`src/rtl/dbgp_pkg.sv`:
```
package dbgp_pkg;

  localparam int DW = 8;

  localparam logic [DW-1:0] CMD_REG_RD = 8'h09;
  localparam logic [DW-1:0] CMD_REG_WR = 8'h0A;
  localparam logic [DW-1:0] CMD_RAM_RD = 8'h0B;
  localparam logic [DW-1:0] CMD_RAM_WR = 8'h0C;

  localparam logic [DW-1:0] STAT_OK  = 8'h0D;
  localparam logic [DW-1:0] STAT_BAD = 8'hEE;

  typedef enum logic [3:0] {
    ST_IDLE,
    ST_DECODE,
    ST_STATUS,
    ST_WAIT_ADDR,
    ST_TAKE_ADDR,
    ST_WAIT_CNT,
    ST_TAKE_CNT,
    ST_FETCH,
    ST_PRESENT,
    ST_WAIT_DATA,
    ST_STORE
  } eng_state_t;

  typedef struct packed {
    logic ok;
    logic is_read;
    logic is_ram;
  } cmd_info_t;

  // Number of bytes moved for a count byte: zero stands for a full 256.
  function automatic logic [DW:0] block_len(input logic [DW-1:0] cnt);
    block_len = (cnt == '0) ? {1'b1, {DW{1'b0}}} : {1'b0, cnt};
  endfunction

  // Block address advance, wrapping modulo 2**DW.
  function automatic logic [DW-1:0] next_addr(input logic [DW-1:0] a);
    next_addr = a + 1'b1;
  endfunction

endpackage

```
`src/rtl/dbgp_decode.sv`:
```
module dbgp_decode
  import dbgp_pkg::*;
(
  input  logic [DW-1:0] code,
  output cmd_info_t     info
);
  always_comb begin
    info = '0;
    unique case (code)
      CMD_REG_RD: info = '{ok: 1'b1, is_read: 1'b1, is_ram: 1'b0};
      CMD_REG_WR: info = '{ok: 1'b1, is_read: 1'b0, is_ram: 1'b0};
      CMD_RAM_RD: info = '{ok: 1'b1, is_read: 1'b1, is_ram: 1'b1};
      CMD_RAM_WR: info = '{ok: 1'b1, is_read: 1'b0, is_ram: 1'b1};
      default:    info = '0;
    endcase
  end
endmodule

```
`src/rtl/dbgp_regfile.sv`:
```
module dbgp_regfile
  import dbgp_pkg::*;
#(
  parameter int WIN_LO = 32'h20,
  parameter int WIN_HI = 32'h33
) (
  input  logic          clk,
  input  logic          rst_n,
  input  logic          we,
  input  logic [DW-1:0] addr,
  input  logic [DW-1:0] wdata,
  output logic [DW-1:0] rdata
);
  localparam int NREG = WIN_HI - WIN_LO + 1;

  logic [DW-1:0] regs [NREG];

  for (genvar i = 0; i < NREG; i++) begin : g_reg
    localparam logic [DW-1:0] MY_ADDR = DW'(WIN_LO + i);
    always_ff @(posedge clk) begin
      if (!rst_n)
        regs[i] <= '0;
      else if (we && addr == MY_ADDR)
        regs[i] <= wdata;
    end
  end

  always_comb begin
    rdata = '0;
    for (int i = 0; i < NREG; i++)
      if (addr == DW'(WIN_LO + i))
        rdata = regs[i];
  end
endmodule

```
`src/rtl/dbgp_ram.sv`:
```
module dbgp_ram
  import dbgp_pkg::*;
(
  input  logic          clk,
  input  logic          we,
  input  logic [DW-1:0] addr,
  input  logic [DW-1:0] wdata,
  output logic [DW-1:0] rdata
);
  localparam int DEPTH = 1 << DW;

  logic [DW-1:0] mem [DEPTH];

  always_ff @(posedge clk) begin
    if (we)
      mem[addr] <= wdata;
  end

  assign rdata = mem[addr];
endmodule

```
`src/rtl/dbgp_engine.sv`:
```
module dbgp_engine
  import dbgp_pkg::*;
#(
  parameter int REG_WIN_LO = 32'h20,
  parameter int REG_WIN_HI = 32'h33
) (
  input  logic          clk,
  input  logic          rst_n,
  input  logic          wr_en,
  input  logic [DW-1:0] wr_data,
  input  logic          rd_en,
  output logic [DW-1:0] rd_data,
  output logic          in_busy,
  output logic          out_valid
);
  eng_state_t    state_q;
  cmd_info_t     dec_info;
  cmd_info_t     info_q;
  logic [DW-1:0] addr_q;
  logic [DW:0]   remain_q;
  logic [DW-1:0] rd_data_q;
  logic [DW-1:0] wbyte_q;

  // Named internal events for the checker.
  logic wr_accept;
  logic rd_accept;
  logic last_byte;
  logic mem_we;
  logic reg_we;
  logic ram_we;
  logic [DW-1:0] reg_rdata;
  logic [DW-1:0] ram_rdata;
  logic [DW-1:0] mem_rdata;

  dbgp_decode dec_i (
    .code (wr_data),
    .info (dec_info)
  );

  assign in_busy   = (state_q == ST_DECODE)   || (state_q == ST_TAKE_ADDR) ||
                     (state_q == ST_TAKE_CNT) || (state_q == ST_STORE);
  assign out_valid = (state_q == ST_STATUS)   || (state_q == ST_PRESENT);

  assign wr_accept = wr_en && ((state_q == ST_IDLE)     || (state_q == ST_WAIT_ADDR) ||
                               (state_q == ST_WAIT_CNT) || (state_q == ST_WAIT_DATA));
  assign rd_accept = rd_en && out_valid;
  assign last_byte = (remain_q == {{DW{1'b0}}, 1'b1});

  assign mem_we    = (state_q == ST_STORE);
  assign reg_we    = mem_we && !info_q.is_ram;
  assign ram_we    = mem_we &&  info_q.is_ram;
  assign mem_rdata = info_q.is_ram ? ram_rdata : reg_rdata;
  assign rd_data   = rd_data_q;

  dbgp_regfile #(
    .WIN_LO (REG_WIN_LO),
    .WIN_HI (REG_WIN_HI)
  ) regs_i (
    .clk   (clk),
    .rst_n (rst_n),
    .we    (reg_we),
    .addr  (addr_q),
    .wdata (wbyte_q),
    .rdata (reg_rdata)
  );

  dbgp_ram ram_i (
    .clk   (clk),
    .we    (ram_we),
    .addr  (addr_q),
    .wdata (wbyte_q),
    .rdata (ram_rdata)
  );

  always_ff @(posedge clk) begin
    if (!rst_n) begin
      state_q   <= ST_IDLE;
      info_q    <= '0;
      addr_q    <= '0;
      remain_q  <= '0;
      rd_data_q <= '0;
      wbyte_q   <= '0;
    end else begin
      unique case (state_q)
        ST_IDLE: if (wr_accept) begin
          info_q  <= dec_info;
          state_q <= ST_DECODE;
        end
        ST_DECODE: begin
          rd_data_q <= info_q.ok ? STAT_OK : STAT_BAD;
          state_q   <= ST_STATUS;
        end
        ST_STATUS: if (rd_accept)
          state_q <= info_q.ok ? ST_WAIT_ADDR : ST_IDLE;
        ST_WAIT_ADDR: if (wr_accept) begin
          addr_q  <= wr_data;
          state_q <= ST_TAKE_ADDR;
        end
        ST_TAKE_ADDR: state_q <= ST_WAIT_CNT;
        ST_WAIT_CNT: if (wr_accept) begin
          remain_q <= block_len(wr_data);
          state_q  <= ST_TAKE_CNT;
        end
        ST_TAKE_CNT: state_q <= info_q.is_read ? ST_FETCH : ST_WAIT_DATA;
        ST_FETCH: begin
          rd_data_q <= mem_rdata;
          state_q   <= ST_PRESENT;
        end
        ST_PRESENT: if (rd_accept) begin
          addr_q   <= next_addr(addr_q);
          remain_q <= remain_q - 1'b1;
          state_q  <= last_byte ? ST_IDLE : ST_FETCH;
        end
        ST_WAIT_DATA: if (wr_accept) begin
          wbyte_q <= wr_data;
          state_q <= ST_STORE;
        end
        ST_STORE: begin
          addr_q   <= next_addr(addr_q);
          remain_q <= remain_q - 1'b1;
          state_q  <= last_byte ? ST_IDLE : ST_WAIT_DATA;
        end
        default: state_q <= ST_IDLE;
      endcase
    end
  end
endmodule

```
`config.mk`:
```
export PLATFORM = sky130hd
export DESIGN_NAME = dbgp_engine
export DESIGN_NICKNAME = d
export VERILOG_FILES = /design/src/rtl/dbgp_pkg.sv /design/src/rtl/dbgp_decode.sv /design/src/rtl/dbgp_regfile.sv /design/src/rtl/dbgp_ram.sv /design/src/rtl/dbgp_engine.sv
export SDC_FILE = /design/constraint.sdc
export NUM_CORES = 2
export LEC_CHECK = 0
export BUFFER_PORTS_ARGS = -buffer_cell sky130_fd_sc_hd__buf_4
export CAP_MARGIN = 20
export CORE_ASPECT_RATIO = 2
export CORE_UTILIZATION = 45
export DETAILED_ROUTE_END_ITERATION = 16
export GPL_TIMING_DRIVEN = 0
export PLACE_DENSITY_LB_ADDON = 0.08
export SYNTH_ARGS = -nofsm -noshare
export SYNTH_HDL_FRONTEND = slang
export SYNTH_HIERARCHICAL = 1
export SYNTH_SLANG_ARGS = --single-unit
```
`constraint.sdc`:
```
create_clock -name clk -period 4.7 [get_ports clk]
set_clock_uncertainty 0.2 [all_clocks]
set_input_delay 0.47 -clock clk [delete_from_list [all_inputs] [get_ports clk]]
set_output_delay 0.47 -clock clk [all_outputs]
set_load 0.02 [all_outputs]
```
---- Word-level counts from Yosys, hierarchy flattened ----
Memory sizes are Yosys's and may differ from the RTL's. A register that Yosys moved wholly into a read port is not among the register bits.
Index checks and enable logic that the tools add are counted.
operators by class
  $add $sub $neg .......................... 2
  equal/unequal tests ..................... 41
  multiplexer cells ....................... 127
  bitwise gates (word level) .............. 20
  reductions and logical operators ........ 42
operator list
  cell                                              count
  two-way mux 8 bit                                 46
  == test 8 x 6 -> 1 bit, second input constant     20
  two-way mux 1 bit                                 63
  one-hot mux 4 bit (11 select lines)               1
  == test 8 x 4 -> 1 bit, second input constant     4
  two-way mux 4 bit                                 8
  two-way mux 9 bit                                 3
  one-hot mux 9 bit (3 select lines)                1
  logical AND 1 bit                                 24
  one-hot mux 8 bit (3 select lines)                1
  OR 1 bit                                          20
  == test 4 x 3 -> 1 bit, second input constant     4
  one-hot mux 8 bit (2 select lines)                1
  == test 4 bit, second input constant              3
  != test 2 bit, second input constant              6
  one-hot mux 3 bit (4 select lines)                1
  == test 9 x 1 -> 1 bit, second input constant     1
  subtractor 9 x 1 -> 9 bit, second input constant  1
  adder 8 x 1 -> 8 bit, second input constant       1
  == test 4 x 2 -> 1 bit, second input constant     2
  zero test 8 bit                                   1
  logical OR 1 bit                                  7
  AND reduction 3 bit                               2
  AND reduction 6 bit                               1
  other kinds (8)                                   10
word-level totals
  register bits after elaboration ......... 40
  memory bits (writable) .................. 2208
  input port bits ......................... 12
  output and inout port bits .............. 10
  word-level logic and storage cells ...... 242
  memories kept ........................... 2
memory list
  name         depth  bits a word  read ports  clocked after memory_dff  wr ports  line                text
  ram_i.mem    256    8            1           1                         1         dbgp_ram.sv:12      logic [DW-1:0] mem [DEPTH];
  regs_i.regs  20     8            20          0                         20        dbgp_regfile.sv:16  logic [DW-1:0] regs [NREG];

---- Longest topological paths before layout ----
  depth after elaboration ................. 23
  depth in mapped cells ................... 13
  mapped depth without buffers ............ 10

---- Cells and area by module ----
Netlist, hierarchy kept.
modules (own cells, without submodules)
  module        instances  cells each  area each (um^2)  sequential area each (um^2)
  dbgp_ram      1          3539        78332.6           61499.0
  dbgp_regfile  1          700         8074.0            4804.6
  dbgp_engine   1          301         2363.5            800.8
  dbgp_decode   1          9           63.8              0.0

---- Worst setup path after synthesis ----
OpenSTA, ideal clock, no wires.
  path kind ............................... reg-to-reg
  start point ............................. register wbyte_q[0]
  end point ............................... memory ram_i.mem[0][0] (data pin)
  setup time .............................. 0.862 ns
  arrival ................................. 3.425 ns
  required time ........................... 3.638 ns
  setup slack ............................. 0.213 ns
  cell stages (with the launch flop) ...... 1
  buffers on the path ..................... 0
  period minus slack after synthesis ...... 4.487 ns
  path through ............................ dfxtp_1
RTL lines
  element                   line                text
  start: declaration        dbgp_engine.sv:22   logic [DW-1:0] wbyte_q;
  start signal: assignment  dbgp_engine.sv:115  wbyte_q <= wr_data;
  end: declaration          dbgp_ram.sv:12
Straight into the memory's write port.

---- Worst setup path in the final report ----
  start point ............................. register addr_q[1]
  end point ............................... register rd_data_q[3] (netlist: rd_data[3])
on the way
  cells in the longest elaborated chain, start to end .. 23
  elaborated cells between the ends (all ways) .. 42
  those cells by class .................... 20 x eq/ne; 22 x mux
RTL lines
  element                               line                text
  start: declaration                    dbgp_engine.sv:19   logic [DW-1:0] addr_q;
  start signal: assignment              dbgp_engine.sv:96   addr_q <= wr_data;
  start signal: assignment              dbgp_engine.sv:110  addr_q <= next_addr(addr_q);
  start signal: assignment              dbgp_engine.sv:119  addr_q <= next_addr(addr_q);
  == test 8 x 6 -> 1 bit                dbgp_regfile.sv:31  if (addr == DW'(WIN_LO + i))
  two-way mux 8 bit (19 in series)      dbgp_regfile.sv:31
  two-way mux 8 bit *                   dbgp_regfile.sv:31
  two-way mux 8 bit *                   dbgp_engine.sv:52   assign mem_rdata = info_q.is_ram ? ram_rdata : reg_rdata;
  one-hot mux 8 bit (2 select lines) *  dbgp_engine.sv:84   unique case (state_q)
  end signal: assignment                dbgp_engine.sv:90   rd_data_q <= info_q.ok ? STAT_OK : STAT_BAD;
  end signal: assignment                dbgp_engine.sv:106  rd_data_q <= mem_rdata;
  end: declaration                      dbgp_engine.sv:21   logic [DW-1:0] rd_data_q;
Every way passes the cells marked *; elsewhere a longest branch is shown, timed or not.
A chain may end at the register's enable or synchronous reset.

==> flow_metrics.tcl <==
set metrics [dict create \
    drtIter0Drc 3922 \
    rsz0062_at_grt "true" \
    worstPathRequired_ps 5200 \
    worst_slack_ps -153 \
    p_per_area_nw_per_um2 389 \
    die_x_um 316 \
    swShare_pct 20.9 \
    p_switching_uw 8210 \
    clkTransAtPathRegs_ps 70 \
    drc 0 \
    grt_pass1_vias 48758 \
    min_path_cells 4 \
    reg2reg_slack_ps -150 \
    syn_inst 4549 \
    grt_max_degree 93 \
    detail_route.wl_per_cell_um 36.4 \
    yosysTopAreaCell "edfxtp_1" \
    finalNonFillerCells 7571 \
    cts_sinks 2248 \
    r2r_end "rd_data[3]" \
    arrival_ps 5350 \
    min_period_over_period_pct 103 \
    yosys_warnings 6 \
    relSlewSlack_pct 25.9 \
    drtAntennaViolNets 0 \
    synth_cell_type_count 71 \
    p_clk_share_pct 41.1 \
    p_leak_uw 0.0354 \
    post-place-ws_ps -1970 \
    power_frac_comb_pct 3.3 \
    slew_viol_final 0 \
    finalSetupViolCount 80 \
    hp-class "input port to flop" \
    cts_buffers 201 \
    gp_congestion 0.944 \
    hold_viol 0 \
    clockRootBuffer "clkbuf_16" \
    worst_path_max_delay_cell "a22oi_2" \
    worstPathMaxFanout 10 \
    violations "setup timing" \
    synth_edf_count 2208 \
    num_io_pins 22 \
    cts_tree "done" \
    slowest_delay_ps 570 \
    start_util_pct 45.3 \
    firstDrtPassIters 7 \
    crit_buf_inv 3 \
    area.growth.synth_to_final_pct 13.5 \
    portBuffers 20 \
    synth_ff_type "edfxtp_1" \
    power_uw 39200 \
    p_int_uw 31000 \
    place_area_um2 93400 \
    placedCellCount 7200 \
    crit_chain "buf_2 > buf_2 > clkbuf_2 > mux4_2 > a22oi_2 > a21oi_1 > o41ai_2 > nand4_1 > mux2_2 > o22ai_1 > nor2_1" \
    criticalPathCategory "flop to flop" \
    synthArstFlopShare_pct 0 \
    crit_path_frequent_cell "buf_2" \
    holdPathEnd "wbyte_q[6]" \
    reg2reg_from "addr_q[1]" \
    p_seq_share_pct 55.6 \
    cts-htree-levels 4 \
    max-vdd-ir-drop_mv 0.392 \
    drive_above_1_share_pct 26.0 \
    synth_top_cell_area_share_pct 74.6 \
    finalWirelength_um 275000 \
    fin_nets 4880 \
    syn-num-nets 4564 \
    num_vias 46064 \
    grt_overflow_total 0 \
    r2r.worst_path.cells 11 \
    final_area_um2 101000 \
    ys_ff_latch 2248 \
    holdCritStartpoint "wr_data[6]" \
    grt_pass1_wl_um 378000 \
    die_area_um2 199000 \
    synth_seq_area_share_pct 75.5 \
    postCtsSetupBuffers 0 \
    die_h_um 630 \
    core_um2 196000 \
    synth_area_um2 88800 \
    track_usage_pct 27.9 \
    finalCriticalPeriod_ps 4850 \
    status "finished with violations" \
    viasPerCell 6.08 \
    crit_family "compound AO/OA/AOI/OAI gates" \
    tightest_slew_ps 1110 \
    drv_cap 0 \
    antenna_found_initial 3 \
    critPathCaptureType "flop" \
    worstSetupStartpointType "flop" \
    clk_path_buf_depth 4 \
    row_count 230 \
    syn_area_per_cell_um2 19.5 \
    clk_latency_ps 880 \
    ys_top_cells_by_area "edfxtp_1, mux4_2, a22oi_1, nor2_1, and2_1" \
    fmax_mhz 206 \
    hold_slack_ps 218 \
    dp_hpwl_um 203000 \
]
[cells by family (layout without fill, tap and decap cells)]
| family | after synthesis | in the layout | synth area share, % |
|---|---|---|---|
| simple gates | 732 | 732 | 4.08 |
| mux | 572 | 572 | 13.7 |
| flops | 2248 | 2248 | 75.5 |
| compound gates | 670 | 670 | 4.94 |
| other cells | 0 | 2 | 0 |
| buf+inv | 323 | 791 | 1.67 |
| xor+xnor | 1 | 1 | 0.00986 |
| fa+ha+maj | 3 | 3 | 0.0423 |
[cell type report]
cell class,count,area (µm²)
Antenna cell,2,5.00
Buffer,302,1590
Clock buffer,240,5260
Clock inverter,115,982
Fill cell,15970,95500
Inverter,20,75.1
Multi-Input combinational cell,1978,21100
Sequential cell,2248,67100
Tap cell,2552,3190
Timing Repair Buffer,114,1400
[worst register-to-register path: cells and delay by family, from the launching register on]
kind | cells | cell delay (ps)
AOI/OAI and AO/OA | 4 | 1550
buffers and inverters | 3 | 1130
muxes | 2 | 820
DFF | 1 | 480
and+or+nand+nor | 2 | 480
[sequential cells by signal, summed over array words and instances (netlist names)]
signal	flops
remain_q	9
info_q	3
ram_i/mem	2048
state_q	4
wbyte_q	8
addr_q	8
regs_i/regs	160
rd_data	8
[what timing repair did]
| item | 4_1_cts | 5_1_grt |
|---|---|---|
| endpoints found under the hold margin | 31 | 0 |
| hold buffers | 11 | 0 |
| endpoints found under the setup margin | 1697 | 518 |
| pin swaps | 12 | 6 |
| gates resized for setup | 265 | 69 |
[worst max-delay path by stage]
stage / start / to / slack [ps] / cells after the start
6_report: addr_q[1] / rd_data[3] / -150 / 11
5_1_grt: addr_q[3] / ram_i/mem[226][4] / -30 / 7
4_1_cts: addr_q[0] / ram_i/mem[81][4] / -250 / 9
3_5_place_dp: addr_q[3] / rd_data[2] / -1970 / 13
3_3_place_gp: wbyte_q[2] / ram_i/mem[182][2] / -4280 / 0
2_1_floorplan: wbyte_q[0] / ram_i/mem[0][0] / 210 / 0
[cells in the mapped netlist, types with 38 or more instances]
library cell / instances
buf_2: 58
nand2_1: 87
mux4_2: 515
mux2i_1: 42
a21oi_1: 200
o21ai_0: 68
dfxtp_1: 40
a22oi_1: 268
nor2_1: 304
and2_1: 167
nor3_1: 38
edfxtp_1: 2208
clkbuf_1: 184
[metrics by stage]
step / setup TNS, ps / util [%]
6_report: -2150 / 51.4
5_1_grt: -332 / 51.4
4_1_cts: -49590 / 51.3
3_5_place_dp: -1553590 / 47.6
3_3_place_gp: - / 47.0
2_1_floorplan: 0 / -
[per-layer routing]
metal | part of all wire [%] | vias to the layer above | global-route usage (%) | wire (µm)
met1 | 30 | 24478 | 25.8 | 81400
met4 | 9.0 | 0 | 21.2 | 24800
li1 | - | 19364 | - | -
met2 | 57 | 1578 | 53.4 | 156000
met3 | 4.7 | 644 | 4.25 | 12900
met5 | 0 | - | 0 | 0
[placed cells by master (no fill, tap or decap), types with 33 or more instances in the layout]
master	synthesis	layout
buf_2	58	93
clkbuf_2	0	52
mux4_2	515	515
mux2i_1	42	39
o21ai_0	68	67
a22oi_2	0	38
buf_4	17	53
and2_1	167	167
clkbuf_16	0	205
clkbuf_1	184	155
nand2_1	87	87
nor3_1	38	33
a21oi_1	200	176
edfxtp_1	2208	2208
a22oi_1	268	230
clkinv_1	0	45
nor2_2	1	88
nand3_1	36	35
nor2_1	304	197
clkinv_2	0	37
[power groups by stage]
| stage | clock, µW | combinational, µW | sequential [µW] |
|---|---|---|---|
| floorplan | 0 | 736 | 22300 |
| global placement | 0 | 1250 | 22300 |
| detailed placement | 0 | 1280 | 22200 |
| CTS | 16400 | 1300 | 21800 |
| global route | 17100 | 1360 | 21800 |
| finish | 16100 | 1310 | 21800 |
(Power assumes the default switching activity.)
